$ cat src/rtl/clkctl_pkg.sv
package clkctl_pkg;

   typedef enum logic [1:0] {
      SZ_BYTE = 2'd0,
      SZ_HALF = 2'd1,
      SZ_WORD = 2'd2,
      SZ_RSVD = 2'd3
   } acc_size_e;

   localparam int REG_W    = 16;
   localparam int NUM_REGS = 6;
   localparam int NUM_RW   = 4;

   localparam int IDX_CTL  = 0;
   localparam int IDX_DIV  = 1;
   localparam int IDX_VREG = 2;
   localparam int IDX_STAT = 3;
   localparam int IDX_LOCK = 4;
   localparam int IDX_ID   = 5;

   localparam logic [REG_W-1:0] STAT_RST = 16'h00A2;

   // writable slot number -> register index (status at 3 is skipped)
   function automatic int rw_slot_index(input int slot);
      return (slot < IDX_STAT) ? slot : slot + 1;
   endfunction

   function automatic logic [REG_W-1:0] rw_reset_value(input int slot);
      logic [REG_W-1:0] v;
      case (slot)
         0:       v = 16'hA800;
         1:       v = 16'h0004;
         2:       v = 16'h40FB;
         default: v = 16'h0300;
      endcase
      return v;
   endfunction

endpackage

$ cat src/rtl/clkctl_acc_dec.sv
module clkctl_acc_dec
   import clkctl_pkg::*;
#(
   parameter int ADDR_W = 8,
   parameter int IDX_W  = 3
) (
   input  logic                  req,
   input  logic                  we,
   input  logic [ADDR_W-1:0]     addr,
   input  logic [1:0]            size,
   output logic                  acc_ok,
   output logic                  acc_err,
   output logic [IDX_W-1:0]      idx,
   output logic [NUM_RW-1:0]     rw_wen
);
   localparam int WORD_W = ADDR_W - 2;

   logic [WORD_W-1:0] word;
   logic              size_ok;
   logic              addr_ok;
   logic              width_ok;

   assign word = addr[ADDR_W-1:2];
   assign idx  = word[IDX_W-1:0];

   // size check first: it outranks the address decode
   assign size_ok  = (size == SZ_HALF) || (size == SZ_WORD);
   assign addr_ok  = (addr[1:0] == 2'b00) && (word < WORD_W'(NUM_REGS));
   assign width_ok = (size == SZ_HALF) || (word == WORD_W'(IDX_ID));

   assign acc_ok  = req && size_ok && addr_ok && width_ok;
   assign acc_err = req && !(size_ok && addr_ok && width_ok);

   for (genvar s = 0; s < NUM_RW; s++) begin : g_wen
      localparam int RI = rw_slot_index(s);
      assign rw_wen[s] = acc_ok && we && (word == WORD_W'(RI));
   end

endmodule

$ cat src/rtl/clkctl_reg_store.sv
module clkctl_reg_store
   import clkctl_pkg::*;
(
   input  logic                              clk,
   input  logic                              rst,
   input  logic [NUM_RW-1:0]                 wen,
   input  logic [REG_W-1:0]                  wdata,
   input  logic [REG_W-1:0]                  stat_in,
   output logic [NUM_RW-1:0][REG_W-1:0]      rw_q,
   output logic [REG_W-1:0]                  stat_q
);

   for (genvar s = 0; s < NUM_RW; s++) begin : g_reg
      always_ff @(posedge clk) begin
         if (rst)         rw_q[s] <= rw_reset_value(s);
         else if (wen[s]) rw_q[s] <= wdata;
      end
   end

   always_ff @(posedge clk) begin
      if (rst) stat_q <= STAT_RST;
      else     stat_q <= stat_in;
   end

endmodule

$ cat src/rtl/clkctl_rd_mux.sv
module clkctl_rd_mux
   import clkctl_pkg::*;
#(
   parameter int DATA_W = 32,
   parameter int ID_W   = 32,
   parameter int IDX_W  = 3
) (
   input  logic [IDX_W-1:0]              idx,
   input  logic [1:0]                    size,
   input  logic [NUM_RW-1:0][REG_W-1:0]  rw_q,
   input  logic [REG_W-1:0]              stat_q,
   input  logic [ID_W-1:0]               chip_id,
   output logic [DATA_W-1:0]             rd_val
);
   logic [REG_W-1:0] id_low;

   if (ID_W > REG_W) begin : g_id_wide
      assign id_low = chip_id[REG_W-1:0];
   end else begin : g_id_narrow
      assign id_low = chip_id;
   end

   always_comb begin
      rd_val = '0;
      if (idx == IDX_W'(IDX_STAT)) begin
         rd_val[REG_W-1:0] = stat_q;
      end else if (idx == IDX_W'(IDX_ID)) begin
         if (size == SZ_WORD) rd_val[ID_W-1:0]  = chip_id;
         else                 rd_val[REG_W-1:0] = id_low;
      end else begin
         for (int s = 0; s < NUM_RW; s++) begin
            if (idx == IDX_W'(rw_slot_index(s))) rd_val[REG_W-1:0] = rw_q[s];
         end
      end
   end

endmodule

$ cat src/rtl/clkctl_regbank.sv
module clkctl_regbank
   import clkctl_pkg::*;
#(
   parameter int ADDR_W = 8,
   parameter int DATA_W = 32,
   parameter int ID_W   = 32
) (
   input  logic              clk,
   input  logic              rst,
   input  logic              bus_req,
   input  logic              bus_we,
   input  logic [ADDR_W-1:0] bus_addr,
   input  logic [1:0]        bus_size,
   input  logic [DATA_W-1:0] bus_wdata,
   output logic [DATA_W-1:0] bus_rdata,
   output logic              bus_err,
   input  logic [ID_W-1:0]   chip_id,
   input  logic [REG_W-1:0]  stat_in,
   output logic [REG_W-1:0]  ctl_out,
   output logic [REG_W-1:0]  div_out
);
   localparam int IDX_W = $clog2(NUM_REGS);

   if (ADDR_W < IDX_W + 2) begin : g_chk_addr
      $error("ADDR_W too small for the register index");
   end
   if (DATA_W < ID_W || ID_W < REG_W) begin : g_chk_width
      $error("need REG_W <= ID_W <= DATA_W");
   end

   logic                          acc_ok;
   logic                          acc_err;
   logic [IDX_W-1:0]              idx;
   logic [NUM_RW-1:0]             rw_wen;
   logic [NUM_RW-1:0][REG_W-1:0]  rw_q;
   logic [REG_W-1:0]              stat_q;
   logic [DATA_W-1:0]             rd_val;
   logic                          unused_wdata_hi;

   assign unused_wdata_hi = ^bus_wdata[DATA_W-1:REG_W];

   clkctl_acc_dec #(.ADDR_W(ADDR_W), .IDX_W(IDX_W)) u_dec (
      .req     (bus_req),
      .we      (bus_we),
      .addr    (bus_addr),
      .size    (bus_size),
      .acc_ok  (acc_ok),
      .acc_err (acc_err),
      .idx     (idx),
      .rw_wen  (rw_wen)
   );

   clkctl_reg_store u_store (
      .clk     (clk),
      .rst     (rst),
      .wen     (rw_wen),
      .wdata   (bus_wdata[REG_W-1:0]),
      .stat_in (stat_in),
      .rw_q    (rw_q),
      .stat_q  (stat_q)
   );

   clkctl_rd_mux #(.DATA_W(DATA_W), .ID_W(ID_W), .IDX_W(IDX_W)) u_rmux (
      .idx     (idx),
      .size    (bus_size),
      .rw_q    (rw_q),
      .stat_q  (stat_q),
      .chip_id (chip_id),
      .rd_val  (rd_val)
   );

   always_ff @(posedge clk) begin
      if (rst) begin
         bus_rdata <= '0;
         bus_err   <= 1'b0;
      end else begin
         bus_err   <= acc_err;
         bus_rdata <= (acc_ok && !bus_we) ? rd_val : '0;
      end
   end

   assign ctl_out = rw_q[0];
   assign div_out = rw_q[1];

endmodule

$ cat config.mk
export PLATFORM = sky130hd
export DESIGN_NAME = clkctl_regbank
export DESIGN_NICKNAME = d
export VERILOG_FILES = /design/src/rtl/clkctl_pkg.sv /design/src/rtl/clkctl_acc_dec.sv /design/src/rtl/clkctl_reg_store.sv /design/src/rtl/clkctl_rd_mux.sv /design/src/rtl/clkctl_regbank.sv
export SDC_FILE = /design/constraint.sdc
export NUM_CORES = 1
export LEC_CHECK = 0
export ABC_AREA = 1
export BUFFER_PORTS_ARGS = -buffer_cell sky130_fd_sc_hd__buf_4
export CORE_MARGIN = 3
export CORE_UTILIZATION = 46
export CTS_BUF_LIST = sky130_fd_sc_hd__clkbuf_16
export CTS_CLUSTER_DIAMETER = 50
export DETAILED_ROUTE_END_ITERATION = 7
export PLACE_DENSITY = 0.84
export SLEW_MARGIN = 15
export SYNTH_ARGS = -nofsm -noshare
export SYNTH_HDL_FRONTEND = slang
export SYNTH_SLANG_ARGS = --single-unit
$ cat constraint.sdc
create_clock -name clk -period 1.3 [get_ports clk]
set_input_delay 0 -clock clk [delete_from_list [all_inputs] [get_ports clk]]
set_output_delay 0 -clock clk [all_outputs]
set_load 0.01 [all_outputs]
# Word-level counts from Yosys, hierarchy flattened

Cells that the tools add are included.
Widths: inputs -> output; s select.

Flip-flop bits (word level): 113
Output and inout port bits: 65
Logic and storage cells: 51

Bitwise gates (word level): 3
Order comparisons: 1
Multiplexer cells: 6
Eq/ne operators: 11
Reduce and logical (&&, ||, !) cells: 22

Operators by type and width:

| kind               | number |
|---|---|
| $mux 16            | 6 |
| $logic_and 1x1->1  | 13 |
| $eq 6x3->1 const B | 2 |
| $eq 3x2->1 const B | 2 |
| $eq 3x3->1 const B | 2 |
| $eq 6x1->1 const B | 1 |
| $eq 6x2->1 const B | 1 |
| $logic_not 6->1    | 1 |
| $lt 6x3->1 const B | 1 |
| $reduce_or 5->1    | 1 |
| $eq 3x1->1 const B | 1 |
| $logic_not 3->1    | 1 |
| $not 1->1          | 3 |
| $eq 2x1->1 const B | 1 |
| $eq 2x2->1 const B | 1 |
| $logic_not 1->1    | 2 |
| $logic_not 2->1    | 1 |
| $logic_or 1x1->1   | 2 |
| $reduce_or 2->1    | 1 |

# Logic depth before layout (Yosys ltp)

Depth in word-level cells: 8
Depth in mapped cells: 10
Mapped depth without buffers: 9

# Cells and area by module

Synthesis repeated with hierarchy kept, for this count alone.

Cell total of the unflattened synthesis: 747
Area, all modules: 5126.2 µm²

By module, submodules not included:

| module           | cells each | area each (µm²) | times used |
|---|---|---|---|
| clkctl_reg_store | 392        | 2911.5          | 1 |
| clkctl_regbank   | 105        | 1057.3          | 1 |
| clkctl_rd_mux    | 216        | 957.2           | 1 |
| clkctl_acc_dec   | 34         | 200.2           | 1 |

# Least setup slack after synthesis

OpenSTA, ideal clock, no wires.

Kind: input port to flip-flop
From: input bus_size[0]
To: register u_store.rw_q[11] (netlist bit)
Data required time: 1.166 ns
Path buffers: 2
Cell stages on the path: 10
Data arrival time: 1.167 ns
Setup slack: -0.001 ns
Cell sequence: inv_1 -> ha_1 -> inv_1 -> nand3_1 -> nor2_2 -> nand4_1 -> buf_2 -> buf_6 -> nand2_1 -> nand3_1

Longest elaborated chain between the ends: 7
Elaborated cells on any way between the ends: 9

Ends and longest elaborated chain:

| what                                            | line                                       | RTL |
|---|---|---|
| start: declaration                              | clkctl_regbank.sv:13                       | `input logic [1:0] bus_size,` |
| $eq 2x1->1 / $eq 2x2->1 (equally long branches) | clkctl_acc_dec.sv:27, clkctl_acc_dec.sv:29 |  |
| $logic_or 1x1->1                                | clkctl_acc_dec.sv:27                       | `assign size_ok = (size == SZ_HALF) \|\| (size == SZ_WORD);` |
| $logic_and 1x1->1 (2 in a row)                  | clkctl_acc_dec.sv:31                       | `assign acc_ok = req && size_ok && addr_ok && width_ok;` |
| $logic_and 1x1->1 *                             | clkctl_acc_dec.sv:31                       |  |
| $logic_and 1x1->1 * (2 in a row)                | clkctl_acc_dec.sv:36                       | `assign rw_wen[s] = acc_ok && we && (word == WORD_W'(RI));` |
| end signal: indexed assignment                  | clkctl_reg_store.sv:15                     | `if (rst) rw_q[s] <= rw_reset_value(s);` |
| end signal: indexed assignment                  | clkctl_reg_store.sv:16                     | `else if (wen[s]) rw_q[s] <= wdata;` |
| end: declaration                                | clkctl_reg_store.sv:9                      | `output logic [NUM_RW-1:0][REG_W-1:0] rw_q,` |

Mark *: on every way between the ends. The rest lies on a longest branch, timed or not.
A chain may end at the register's enable or synchronous reset.

# Worst setup path after layout

From: input rst
To: register u_store.stat_q[1]

RTL lines:

| what                   | line                   | RTL |
|---|---|---|
| start: declaration     | clkctl_regbank.sv:9    | `input logic rst,` |
| end signal: assignment | clkctl_reg_store.sv:22 | `else stat_q <= stat_in;` |
| end: declaration       | clkctl_reg_store.sv:10 | `output logic [REG_W-1:0] stat_q` |

No word-level cell between the ends.

==> out/metrics.yaml <==
worst_hold_path:
  worstHoldStart: "bus_addr[4]"
  hold_path_depth: 6
  min_to: "u_store.rw_q[18]"
  hold_path.class: "primary input to flop"
die:
  dieHeight_um: 112
  rows: 38
  dieArea_um2: 12600
  floorplan.initialDensity_pct: 47.3
  die_w_um: 112
  io_pins: 159
  core-area_um2: 10900
timing:
  relSlewSlack_pct: 79.8
  fin_crit_ps: 1250
  clock_skew_ps: 6.30
  finalSetupViolCount: 0
  drv_slew: 0
  period_share_pct: 96.1
  rsz0062_at_grt: "no"
  max_freq_ghz: 0.801
  hold_viol: 0
  tightest_slew_ps: 302
  fin_setup_tns_ps: 0
drt:
  drt_iter0_markers: 262
  drt_pass1_iterations: 4
  avgViaCountPerCell: 4.61
  wl_mm: 14.9
  drcViolationCount: 0
  wire_per_inst_um: 13.3
  dr_total_vias: 5160
  drt.antenna.violating_nets: 0
synth:
  yosysTopAreaCellShare_pct: 43.7
  syn_inst: 781
  syn_area_um2: 5170
  synth-seq-cells: 113
  syn_area_per_cell_um2: 6.62
  ys_seq_area_share_pct: 43.7
  ys.warnings.count: 0
  yosys.cell_types.count: 25
  syn_nets: 877
  yosysTopAreaCell: "dfxtp_1"
  synth.area.top_cells: "dfxtp_1, nand2_1, nor2_1"
global_routing:
  grt_usage_pct: 24.0
  grt_pass1_vias: 5099
  grt_max_degree: 65
  antenna_found_initial: 0
  overflow: 0
  grt_pass1_wl_mm: 24.3
place:
  port_buffers: 142
  gp_congestion: 0.850
  dp_hpwl_mm: 9.41
  place_inst: 1018
  dpl_cell_area_um2: 6280
clock_tree:
  cts_sinks: 113
  cts_tree: "done"
  cts.path.max_buffers: 2
  path_clk_slew_ps: 50
  numCtsBuffers: 17
  cts_root_buf: "clkbuf_16"
  cts_max_level: 4
  clk_latency_ps: 400
layout:
  fill_cells: 853
  multiInputGateArea_um2: 2080
  layout-drive-gt1-share_pct: 23.1
  antenna_cells: 0
  layout.nets: 1062
  finalNonFillerCells: 1119
  finish.instance_area_um2: 7650
  syn_to_final_growth_pct: 47.9
  seq_area_um2: 2260
worst_setup_path:
  slowest_stage: "dlygate4sd3_1"
  reg2reg_to: "bus_rdata[0]"
  crit_required_ps: 1580
  cp.arrival_ps: 1530
  rr_worst_depth: 6
  crit_type: "primary input to flop"
  crit_chain: "dlygate4sd3_1 > buf_6 > or2_2 > dlygate4sd3_1"
  timing.critical_path.buf_inv: 3
  cp-end-kind: "flop"
  path_common_cell: "dlygate4sd3_1"
  crit_family: "buffers and inverters"
  crit_fanout: 5
  max_stage_delay_ps: 550
  r2r-start: "u_store.rw_q[0]"
  r2r_slack_ps: 300
  start_kind: "primary input"
power_and_ir_drop:
  powerDensity_nw_per_um2: 1220
  ir_drop_v: 0.00106
  power.total_mw: 9.34
  leakagePower_nw: 4.26
flow_run:
  cap_violations: 0
run_status:
  status: "finished clean"
flip-flops by register name (all words and copies together), names as in the netlist:
name	cells
u_store.rw_q	64
bus_rdata	32
u_store.stat_q	16
bus_err	1
worst max path at each step:
stage | cells past startpoint | endpoint | startpoint
2_1_floorplan | 10 | u_store.rw_q[11] | bus_size[0]
3_3_place_gp | 10 | u_store.rw_q[4] | bus_size[0]
3_5_place_dp | 9 | bus_rdata[21] | bus_size[0]
4_1_cts | 9 | bus_err | bus_size[0]
5_1_grt | 9 | bus_err | bus_size[0]
6_report | 4 | u_store.stat_q[1] | rst
power by group:
group,internal [mW],switching [mW],total (mW)
sequential,3.49,0.00732,3.50
clock,3.43,1.69,5.12
combinational,0.385,0.335,0.720
area by class of cell:
class / instances / share of cell area, %
repair buffers: 231 / 26.5
flip-flops and latches: 113 / 29.6
clock buffers: 17 / 5.56
inverters: 119 / 5.84
multi-input cells: 484 / 27.2
clock inverters: 15 / 3.04
well taps: 140 / 2.29
what timing repair did:
action                                  in CTS  in global routing
endpoints found under the setup margin       0                  2
endpoints found under the hold margin      113                  0
hold buffers                                67                  0
buffers inserted                             0                  2
resized for setup                            0                  3
cell usage in the layout, fill, tap and decap left out:
cell and count:
clkbuf_16 17, nor2_8 1, or2_2 3, inv_2 6, inv_6 2, nor2_1 193
bufinv_16 5, buf_6 1, clkinv_4 6, dlygate4sd3_1 67, nor3_4 1, buf_4 153
buf_12 10, and2_4 1, ha_1 2, nor2_4 3, inv_1 113, nand3_1 49
nor2_2 9, nand4_1 19, dfxtp_1 113, nand4_2 1, clkinv_2 1, clkinvlp_4 1
nand4_4 1, nand2_2 1, nand2_1 196, nand2_4 1, nor3_1 1, nand3_2 2
routing by layer:
metal | wire (um) | vias to the layer above | GRT usage [%]
met5 | 0 | - | 0
met4 | 427 | 0 | 9.62
met3 | 907 | 36 | 5.12
met2 | 7870 | 183 | 45.2
met1 | 5670 | 2297 | 26.0
li1 | - | 2644 | -
per-stage QoR:
| stage | worst slack, ps | util [%] | hold WS, ps |
|---|---|---|---|
| after floorplan | 39.4 | - | 104 |
| after global placement | -115 | 57.5 | 190 |
| after detailed placement | -154 | 57.5 | 190 |
| after CTS | 44.0 | 69.6 | 32.5 |
| after global routing | 5.95 | 70.0 | 76.2 |
| final | 51.2 | 70.0 | 48.5 |
cell usage after synthesis, drive strengths merged:
cell type    n
ha           2
nand4       21
or2          3
nor2       206
dfxtp      113
nor3         2
nand3       51
clkbuf      18
inv        119
and2         1
buf         47
nand2      198
worst reg2reg max path, cell delays in order, from the launching register on:
cell,delay (ps)
dfxtp_1,330
nand3_1,80
nand2_1,60
nor2_1,150
nand4_1,150
nand2_1,90
inv_1,30
cells by family after synthesis:
| group | synth area share [%] |
|---|---|
| simple gates | 39.5 |
| buf+inv | 16.3 |
| flops | 43.7 |
| fa+ha+maj | 0.484 |
Power figures use the tool's default switching activity.
